### src/rtl/sem_pkg.sv
package sem_pkg;
  typedef enum logic [1:0] {
    OWN_NONE  = 2'd0,
    OWN_LEFT  = 2'd1,
    OWN_RIGHT = 2'd2
  } owner_e;
endpackage

### src/rtl/sem_port_dec.sv
module sem_port_dec #(
  parameter int ADDR_W   = 15,
  parameter int N_TOKENS = 8,
  localparam int TOK_AW  = $clog2(N_TOKENS)
) (
  input  logic                clk_i,
  input  logic                rst_ni,
  input  logic                sel_i,
  input  logic                men_i,
  input  logic                we_i,
  input  logic                oe_i,
  input  logic [ADDR_W-1:0]   addr_i,
  output logic [N_TOKENS-1:0] wr_o,
  output logic                rd_act_o,
  output logic [TOK_AW-1:0]   idx_o,
  output logic                err_o
);
  logic acc_ok;
  logic hit;
  logic err_q;
  logic unused_hi;

  assign unused_hi = ^addr_i[ADDR_W-1:TOK_AW];
  assign idx_o     = addr_i[TOK_AW-1:0];
  assign acc_ok    = sel_i & ~men_i;
  assign hit       = 32'(idx_o) < N_TOKENS;
  assign rd_act_o  = acc_ok & oe_i & ~we_i;

  always_comb begin
    wr_o = '0;
    if (acc_ok && we_i && hit) wr_o[idx_o] = 1'b1;
  end

  // illegal combined access: discarded above, flagged one cycle later
  always_ff @(posedge clk_i or negedge rst_ni) begin
    if (!rst_ni) err_q <= 1'b0;
    else         err_q <= sel_i & men_i;
  end
  assign err_o = err_q;
endmodule

### src/rtl/sem_token_cell.sv
module sem_token_cell
  import sem_pkg::*;
(
  input  logic clk_i,
  input  logic rst_ni,
  input  logic wr_l_i,
  input  logic bit_l_i,
  input  logic wr_r_i,
  input  logic bit_r_i,
  output logic own_l_o,
  output logic own_r_o
);
  logic   req_l_nq, req_r_nq;  // active-low request latches
  logic   req_l_nx, req_r_nx;
  owner_e own_q, own_nx;

  assign req_l_nx = wr_l_i ? bit_l_i : req_l_nq;
  assign req_r_nx = wr_r_i ? bit_r_i : req_r_nq;

  always_comb begin
    own_nx = own_q;
    unique case (own_q)
      OWN_LEFT: begin
        if (req_l_nx) own_nx = req_r_nx ? OWN_NONE : OWN_RIGHT;
      end
      OWN_RIGHT: begin
        if (req_r_nx) own_nx = req_l_nx ? OWN_NONE : OWN_LEFT;
      end
      default: begin
        // free: left wins a same-cycle tie
        if (!req_l_nx)      own_nx = OWN_LEFT;
        else if (!req_r_nx) own_nx = OWN_RIGHT;
        else                own_nx = OWN_NONE;
      end
    endcase
  end

  always_ff @(posedge clk_i or negedge rst_ni) begin
    if (!rst_ni) begin
      req_l_nq <= 1'b1;
      req_r_nq <= 1'b1;
      own_q    <= OWN_NONE;
    end else begin
      req_l_nq <= req_l_nx;
      req_r_nq <= req_r_nx;
      own_q    <= own_nx;
    end
  end

  assign own_l_o = (own_q == OWN_LEFT);
  assign own_r_o = (own_q == OWN_RIGHT);
endmodule

### src/rtl/sem_read_latch.sv
module sem_read_latch #(
  parameter int DATA_W   = 9,
  parameter int N_TOKENS = 8,
  localparam int TOK_AW  = $clog2(N_TOKENS)
) (
  input  logic                clk_i,
  input  logic                rst_ni,
  input  logic                rd_act_i,
  input  logic [TOK_AW-1:0]   idx_i,
  input  logic [N_TOKENS-1:0] flags_i,
  output logic [DATA_W-1:0]   rdata_o,
  output logic                hold_o
);
  logic hold_q;
  logic val_q;
  logic cur;

  assign cur = (32'(idx_i) < N_TOKENS) ? flags_i[idx_i] : 1'b1;

  always_ff @(posedge clk_i or negedge rst_ni) begin
    if (!rst_ni) begin
      hold_q <= 1'b0;
      val_q  <= 1'b1;
    end else begin
      hold_q <= rd_act_i;
      if (rd_act_i && !hold_q) val_q <= cur;
    end
  end

  assign hold_o  = hold_q;
  assign rdata_o = hold_q ? {DATA_W{val_q}} : {DATA_W{1'b1}};
endmodule

### src/rtl/sem_token_unit.sv
module sem_token_unit #(
  parameter int ADDR_W   = 15,
  parameter int DATA_W   = 9,
  parameter int N_TOKENS = 8,
  localparam int TOK_AW  = $clog2(N_TOKENS)
) (
  input  logic              clk_i,
  input  logic              rst_ni,
  input  logic              l_sem_sel_i,
  input  logic              l_mem_en_i,
  input  logic              l_we_i,
  input  logic              l_oe_i,
  input  logic [ADDR_W-1:0] l_addr_i,
  input  logic [DATA_W-1:0] l_wdata_i,
  output logic [DATA_W-1:0] l_rdata_o,
  output logic              l_err_o,
  input  logic              r_sem_sel_i,
  input  logic              r_mem_en_i,
  input  logic              r_we_i,
  input  logic              r_oe_i,
  input  logic [ADDR_W-1:0] r_addr_i,
  input  logic [DATA_W-1:0] r_wdata_i,
  output logic [DATA_W-1:0] r_rdata_o,
  output logic              r_err_o
);
  logic [N_TOKENS-1:0] l_wr, r_wr;
  logic [N_TOKENS-1:0] own_l, own_r;
  logic                l_rd_act, r_rd_act;
  logic [TOK_AW-1:0]   l_idx, r_idx;
  logic                l_hold, r_hold;
  logic                l_wr_any, r_wr_any;
  logic                unused_wd;

  assign unused_wd = ^{l_wdata_i[DATA_W-1:1], r_wdata_i[DATA_W-1:1]};
  assign l_wr_any  = |l_wr;
  assign r_wr_any  = |r_wr;

  sem_port_dec #(.ADDR_W(ADDR_W), .N_TOKENS(N_TOKENS)) i_dec_l (
    .clk_i, .rst_ni,
    .sel_i(l_sem_sel_i), .men_i(l_mem_en_i), .we_i(l_we_i), .oe_i(l_oe_i),
    .addr_i(l_addr_i), .wr_o(l_wr), .rd_act_o(l_rd_act), .idx_o(l_idx),
    .err_o(l_err_o)
  );

  sem_port_dec #(.ADDR_W(ADDR_W), .N_TOKENS(N_TOKENS)) i_dec_r (
    .clk_i, .rst_ni,
    .sel_i(r_sem_sel_i), .men_i(r_mem_en_i), .we_i(r_we_i), .oe_i(r_oe_i),
    .addr_i(r_addr_i), .wr_o(r_wr), .rd_act_o(r_rd_act), .idx_o(r_idx),
    .err_o(r_err_o)
  );

  for (genvar t = 0; t < N_TOKENS; t++) begin : g_tok
    sem_token_cell i_cell (
      .clk_i, .rst_ni,
      .wr_l_i(l_wr[t]), .bit_l_i(l_wdata_i[0]),
      .wr_r_i(r_wr[t]), .bit_r_i(r_wdata_i[0]),
      .own_l_o(own_l[t]), .own_r_o(own_r[t])
    );
  end

  sem_read_latch #(.DATA_W(DATA_W), .N_TOKENS(N_TOKENS)) i_rd_l (
    .clk_i, .rst_ni, .rd_act_i(l_rd_act), .idx_i(l_idx),
    .flags_i(~own_l), .rdata_o(l_rdata_o), .hold_o(l_hold)
  );

  sem_read_latch #(.DATA_W(DATA_W), .N_TOKENS(N_TOKENS)) i_rd_r (
    .clk_i, .rst_ni, .rd_act_i(r_rd_act), .idx_i(r_idx),
    .flags_i(~own_r), .rdata_o(r_rdata_o), .hold_o(r_hold)
  );
endmodule

### config.mk
export PLATFORM = sky130hd
export DESIGN_NAME = sem_token_unit
export DESIGN_NICKNAME = d
export VERILOG_FILES = /design/src/rtl/sem_pkg.sv /design/src/rtl/sem_port_dec.sv /design/src/rtl/sem_token_cell.sv /design/src/rtl/sem_read_latch.sv /design/src/rtl/sem_token_unit.sv
export SDC_FILE = /design/constraint.sdc
export NUM_CORES = 1
export LEC_CHECK = 0
export BUFFER_PORTS_ARGS = -buffer_cell sky130_fd_sc_hd__buf_2
export CORE_MARGIN = 2
export CORE_UTILIZATION = 45
export DETAILED_ROUTE_END_ITERATION = 8
export GPL_ROUTABILITY_DRIVEN = 0
export HOLD_SLACK_MARGIN = 0.02
export PLACE_DENSITY = 0.7
export SETUP_SLACK_MARGIN = 0.05
export SYNTH_ARGS = -nofsm -noshare
export SYNTH_HDL_FRONTEND = slang
export SYNTH_HIERARCHICAL = 1
export SYNTH_SLANG_ARGS = --single-unit
### constraint.sdc
create_clock -name clk_i -period 2.4 [get_ports clk_i]
set_clock_uncertainty 0.1 [all_clocks]
set_input_delay 0.24 -clock clk_i [delete_from_list [all_inputs] [get_ports clk_i]]
set_output_delay 0.24 -clock clk_i [all_outputs]
set_load 0.005 [all_outputs]
Word level (Yosys, flattened, before mapping). Cells that the tools add are included.

$lt $le $gt $ge: 4. Equal/unequal tests: 32. Mux-type cells: 76. Bitwise operators: 14. Reductions and logical operators: 16.

Operators by type and width (number): 2-to-1 mux 2 bit (32); inequality test 2 bit, second input constant (16); case mux 2 bit (2 select lines) (8); 2-to-1 mux 1 bit (28); 2-to-1 mux 9 bit (2); equality test 2 x 1 -> 1 bit, second input constant (8); equality test 2 bit, second input constant (8); 2-to-1 mux 8 bit (2); NOT 8 bit (2); AND reduction 2 bit (8); AND 1 bit (8); < comparator 3 x 4 -> 1 bit, second input constant (2); binary-select mux 1 bit (select 3 bit) (2); demux 1 bit (select 3 bit) (2); greater-or-equal comparator 3 x 1 -> 1 bit, second input constant (2); logical AND 1 bit (6); NOT 1 bit (4); zero test 1 bit (2).

Bits in registers: 38. Word-level logic and storage cells: 172.

Logic depth before layout (Yosys ltp).
Word-level depth: 9. Depth in mapped cells: 6. Gate-level depth less buffers: 6.

By module. The synthesis kept the hierarchy.

Modules (own cells, without submodules): sem_token_cell (times used 8, cells an instance 21, area an instance 246.5 um^2); sem_read_latch (times used 2, cells an instance 20, area an instance 206.4 um^2); sem_port_dec at i_dec_l (times used 1, cells an instance 20, area an instance 147.6 um^2); sem_port_dec at i_dec_r (times used 1, cells an instance 20, area an instance 143.9 um^2); sem_token_unit (times used 1, cells an instance 16, area an instance 60.1 um^2).

Least setup slack after synthesis. Ideal clock, no wire load.

Path type: input to register. Start: input port l_mem_en_i. End: register g_tok[2].i_cell.own_q[0]. Setup time: 0.078 ns. Arrival time: 1.515 ns. Required time: 2.222 ns. Path slack: 0.707 ns. Stages on the path: 6. Path buffers: 0. Cell sequence: or3b_4 nor3_2 mux2i_4 inv_2 a2111oi_2 o21bai_1.

Word-level cells in the longest chain between the ends: 8.

Ends and longest elaborated chain: from (decl) (RTL line sem_token_unit.sv:10) `input logic l_mem_en_i,`; NOT 1 bit (*) (RTL line sem_port_dec.sv:25) `assign acc_ok = sel_i & ~men_i;`; AND 1 bit (*) (RTL line sem_port_dec.sv:25); logical AND 1 bit (*) (RTL line sem_port_dec.sv:31) `if (acc_ok && we_i && hit) wr_o[idx_o] = 1'b1;`; 2-to-1 mux 8 bit (*) (RTL line sem_port_dec.sv:31); net l_wr[2] (RTL line sem_token_unit.sv:26) `logic [N_TOKENS-1:0] l_wr, r_wr;`; 2-to-1 mux 1 bit (*) (RTL line sem_token_cell.sv:17) `assign req_l_nx = wr_l_i ? bit_l_i : req_l_nq;`; net g_tok[2].i_cell.req_l_nx (RTL line sem_token_cell.sv:14) `logic req_l_nx, req_r_nx;`; 2-to-1 mux 1 bit (RTL line sem_token_cell.sv:27) `if (req_r_nx) own_nx = req_l_nx ? OWN_NONE : OWN_LEFT;`; 2-to-1 mux 2 bit (RTL line sem_token_cell.sv:27); case mux 2 bit (2 select lines) (RTL line sem_token_cell.sv:22) `unique case (own_q)`; to (signal assigned) (RTL line sem_token_cell.sv:46) `own_q <= own_nx;`; to (decl) (RTL line sem_token_cell.sv:15) `owner_e own_q, own_nx;`.

Mark *: on every way through the listed nets, which the timed path passes. The rest lies on a longest branch. The select of a mux whose other input is x is not followed. A chain may end at the register's enable or synchronous reset.

Final worst setup path.
Start: register g_tok[4].i_cell.own_q[1]. End: register i_rd_l.val_q.

Word-level cells in the longest chain between the ends: 4.

Ends and longest elaborated chain: from (decl) (RTL line sem_token_cell.sv:15); from (signal assigned) (RTL line sem_token_cell.sv:46); equality test 2 x 1 -> 1 bit (RTL line sem_token_cell.sv:50) `assign own_l_o = (own_q == OWN_LEFT);`; net own_l[4] (RTL line sem_token_unit.sv:27) `logic [N_TOKENS-1:0] own_l, own_r;`; NOT 8 bit (RTL line sem_token_unit.sv:63) `.flags_i(~own_l), .rdata_o(l_rdata_o), .hold_o(l_hold)`; binary-select mux 1 bit (select 3 bit) (RTL line sem_read_latch.sv:18) `assign cur = (32'(idx_i) < N_TOKENS) ? flags_i[idx_i] : 1'b1;`; 2-to-1 mux 1 bit (not written as such) (RTL line sem_read_latch.sv:18); to (signal assigned) (RTL line sem_read_latch.sv:26) `if (rd_act_i && !hold_q) val_q <= cur;`; to (decl) (RTL line sem_read_latch.sv:15) `logic val_q;`.

The timed path passes the listed nets, and every way through them passes these cells. The select of a mux whose other input is x is not followed.

==> flow_metrics.py <==
metrics = {
    "outcome": {
        "outcome": "finished, final reports clean",
    },
    "finish": {
        "fin_util": 0.498,
        "n_fill_cell": 557,
        "final_nets": 367,
        "diodes": 0,
        "multi_input_area_um2": 1400,
        "regArea_um2": 973,
        "area_delta_synth_final_pct": 7.09,
        "stdcell_area_um2": 2930,
        "drive_above_1_share": 0.325,
    },
    "power_and_ir_drop": {
        "p_seq_frac": 0.367,
        "internal_power_w": 0.00167,
        "p_leak_nw": 1.28,
        "irDropWorstVdd_mv": 0.296,
        "pwr-share-clk": 0.154,
        "comb_power_share": 0.479,
        "power.density_nw_per_um2": 920,
        "p_sw_w": 0.00102,
        "sw_frac_of_total": 0.379,
    },
    "synth": {
        "postSynthCellCount": 264,
        "synth_ff_type": "dfrtp_1",
        "syn_avg_cell_area_um2": 10.4,
        "synth_compound_area_frac": 0.152,
        "synth_sequential_area_ratio": 0.356,
        "synth_top_area_cell": "dfrtp_1",
        "synth.area.top_cells": "dfrtp_1 (18%), dfstp_2 (17%), ha_1 (11%)",
        "ys_top_cells_by_count": "inv_1 (42), nor2_1 (27), ha_1 (24)",
        "synth_top_area_share": 0.183,
        "synth_area_um2": 2740,
        "synth_edf_count": 0,
        "synthAdderAreaFrac": 0.110,
        "synth_top_family_by_area": "compound AO/OA/AOI/OAI gates",
        "synth-xor-area-share": 0,
        "synthArstFlopShare": 1.00,
        "synthMuxAreaShare": 0.141,
        "yosys.cell_count.top_type": "inv_1",
        "ys_warn_count": 6,
        "synth-simple-area-share": 0.109,
        "ys_ff_latch": 38,
        "syn_nets": 346,
        "synth_cell_types": 30,
    },
    "sta": {
        "period_needed_ps": 1750,
        "rsz0062_at_grt": "no",
        "setup_slack_ps": 651,
        "slew_headroom": 0.445,
        "drv_slew": 0,
        "max_freq_ghz": 0.572,
        "hold_viol": 0,
        "period_share": 0.729,
        "tns_ps": 0,
        "tightest_slew_ps": 832,
        "setup-violations-final": 0,
    },
    "routing": {
        "antenna_left": 0,
        "drt_iter0_drc": 43,
        "drc": 0,
        "wl_met1_um": 2050,
        "avgRoutedWirePerCell_um": 13.4,
        "top_layer": "met4",
        "first_pass_iters": 4,
        "vias": 1854,
        "finalWirelength_um": 4820,
        "wl_met3_um": 162,
        "viasPerCell": 5.14,
        "wl_met2_um": 2530,
    },
    "clock_network": {
        "postCtsResizedCells": 0,
        "tritoncts": "done",
        "cts_buffers": 5,
        "cts_root_buffer": "clkbuf_8",
        "clk_pin_slew_ps": 70,
        "cts-htree-levels": 2,
        "clk_path_buf_depth": 2,
        "insertion_delay_ps": 290,
        "clock-sinks": 38,
    },
    "die": {
        "start_util": 0.465,
        "die_x_um": 82.0,
        "coreArea_um2": 5890,
        "ioPinCount": 78,
        "die_area_um2": 6720,
        "die_h_um": 82.0,
        "rows": 28,
    },
    "critical_path": {
        "rrSetupSlack_ps": 650,
        "path_common_cell": "inv_1",
        "rr_endpoint": "i_rd_l/val_q$_DFFE_PN1P_",
        "r2r-start": "g_tok[4].i_cell/own_q[1]$_DFFE_PN0P_",
        "path_max_fanout": 5,
        "worst_path_largest_cell_delay_ps": 490,
        "critPathSlowestCell": "mux4_2",
        "crit_end": "i_rd_l/val_q$_DFFE_PN1P_",
        "crit_path_end_kind": "flop",
        "cp.arrival_ps": 1860,
        "worst-setup-path-type": "flop to flop",
        "crit_start": "g_tok[4].i_cell/own_q[1]$_DFFE_PN0P_",
        "path_cells": "inv_1 > ha_1 > inv_1 > mux2i_1 > mux4_2 > o31ai_2",
        "reg2reg_depth": 6,
        "timing.critical_path.from_type": "flop",
        "cp.required_ps": 2510,
    },
    "flow_run": {
        "max-cap-violations": 0,
    },
    "hold_path": {
        "min_path_type": "primary input to flop",
    },
    "global_route": {
        "antenna_found_initial": 0,
        "grt_max_degree": 39,
        "overflow": 0,
        "grt.total_usage": 0.160,
        "grt_pass1_vias": 1848,
        "grt_pass1_wl_um": 8110,
    },
    "placed_design": {
        "dp_hpwl_um": 3800,
        "postPlaceCellArea_um2": 2840,
        "portBuffers": 37,
        "dp_slack_ps": 354,
    },
}
[worst max-delay path, delay by kind of cell, from the launching register on]
kind	cells	cell delay (ps)
fa+ha+maj	1	250
compound gates	1	180
mux	2	580
flops	1	410
buf+inv	2	150
[worst min path at each step]
stage	from	to	slack, ps	cells past startpoint
2_1_floorplan	rst_ni	g_tok[0].i_cell/own_q[0]$_DFFE_PN0P_	-160	0
3_3_place_gp	rst_ni	g_tok[4].i_cell/own_q[0]$_DFFE_PN0P_	310	1
3_5_place_dp	rst_ni	g_tok[4].i_cell/own_q[0]$_DFFE_PN0P_	290	1
4_1_cts	r_mem_en_i	i_rd_r/hold_o$_DFF_PN0_	50	2
5_1_grt	r_mem_en_i	i_rd_r/hold_o$_DFF_PN0_	50	2
6_report	r_mem_en_i	i_rd_r/hold_o$_DFF_PN0_	60	2
[layer usage]
metal | up-vias | track usage
met2 | 31 | 0.291
met1 | 893 | 0.182
met5 | - | 0
met4 | 0 | 0.0633
met3 | 6 | 0.0341
li1 | 924 | -
[flip-flops by register name (all words and copies together) (netlist names)]
register / cells
g_tok.i_cell/own_q: 16
g_tok.i_cell/req_l_nq: 8
g_tok.i_cell/req_r_nq: 8
i_dec_l/err_o: 1
i_dec_r/err_o: 1
i_rd_l/hold_o: 1
i_rd_l/val_q: 1
i_rd_r/hold_o: 1
i_rd_r/val_q: 1
[layout by cell type (no fill, tap or decap)]
cell,n
or3b_4,1
dfrtp_1,20
mux2i_4,8
nor3_2,2
dlygate4sd3_1,1
nand2b_1,2
and2_1,1
nor2_1,27
or3b_1,3
o21ai_0,2
o31ai_2,2
clkbuf_1,3
a32o_1,8
mux2i_1,16
inv_2,8
nand3_1,2
clkbuf_8,5
o21bai_1,8
inv_1,42
o31ai_1,8
nand3b_1,4
nor3_1,2
dfstp_2,18
a2111oi_2,8
nor4bb_1,2
mux4_2,2
a22oi_1,8
ha_1,24
nand2_1,10
buf_2,37
nor2_2,1
and2_2,1
[cell type report]
type | instances | area share
well taps | 75 | 0.0320
repair buffers | 38 | 0.0666
flip-flops and latches | 38 | 0.332
clock buffers | 8 | 0.0273
multi-input cells | 152 | 0.478
inverters | 50 | 0.0640
[stage by stage]
stage               std cells  hold slack [ps]  total power [W]
finish                    361             56.0          0.00270
global route              361             53.3          0.00296
CTS                       361             51.7          0.00274
detailed placement        352              294          0.00230
global placement          352              305          0.00224
floorplan                 264             -156          0.00203
[power by group through the flow]
| stage | Combinational (W) | Clock [W] | Sequential, W |
|---|---|---|---|
| after global placement | 0.00125 | 0 | 0.000989 |
| after detailed placement | 0.00130 | 0 | 0.00100 |
| after CTS | 0.00131 | 0.000439 | 0.000991 |
| after floorplan | 0.00106 | 0 | 0.000972 |
| after global routing | 0.00148 | 0.000461 | 0.00102 |
| final | 0.00129 | 0.000416 | 0.000988 |
[timing repair]
action                    in CTS  in global routing
hold buffers                   1                  0
hold endpoints to repair      20                  0
buffers inserted               0                  0
[kinds of logic (layout without fill, tap and decap cells)]
family	Yosys count	after routing
and+or+nand+nor	58	58
buffers and inverters	74	96
DFF	38	38
muxes	26	26
adders and majority gates	24	24
AOI/OAI and AO/OA	44	44
No activity file was read; power rests on OpenSTA's default activity.
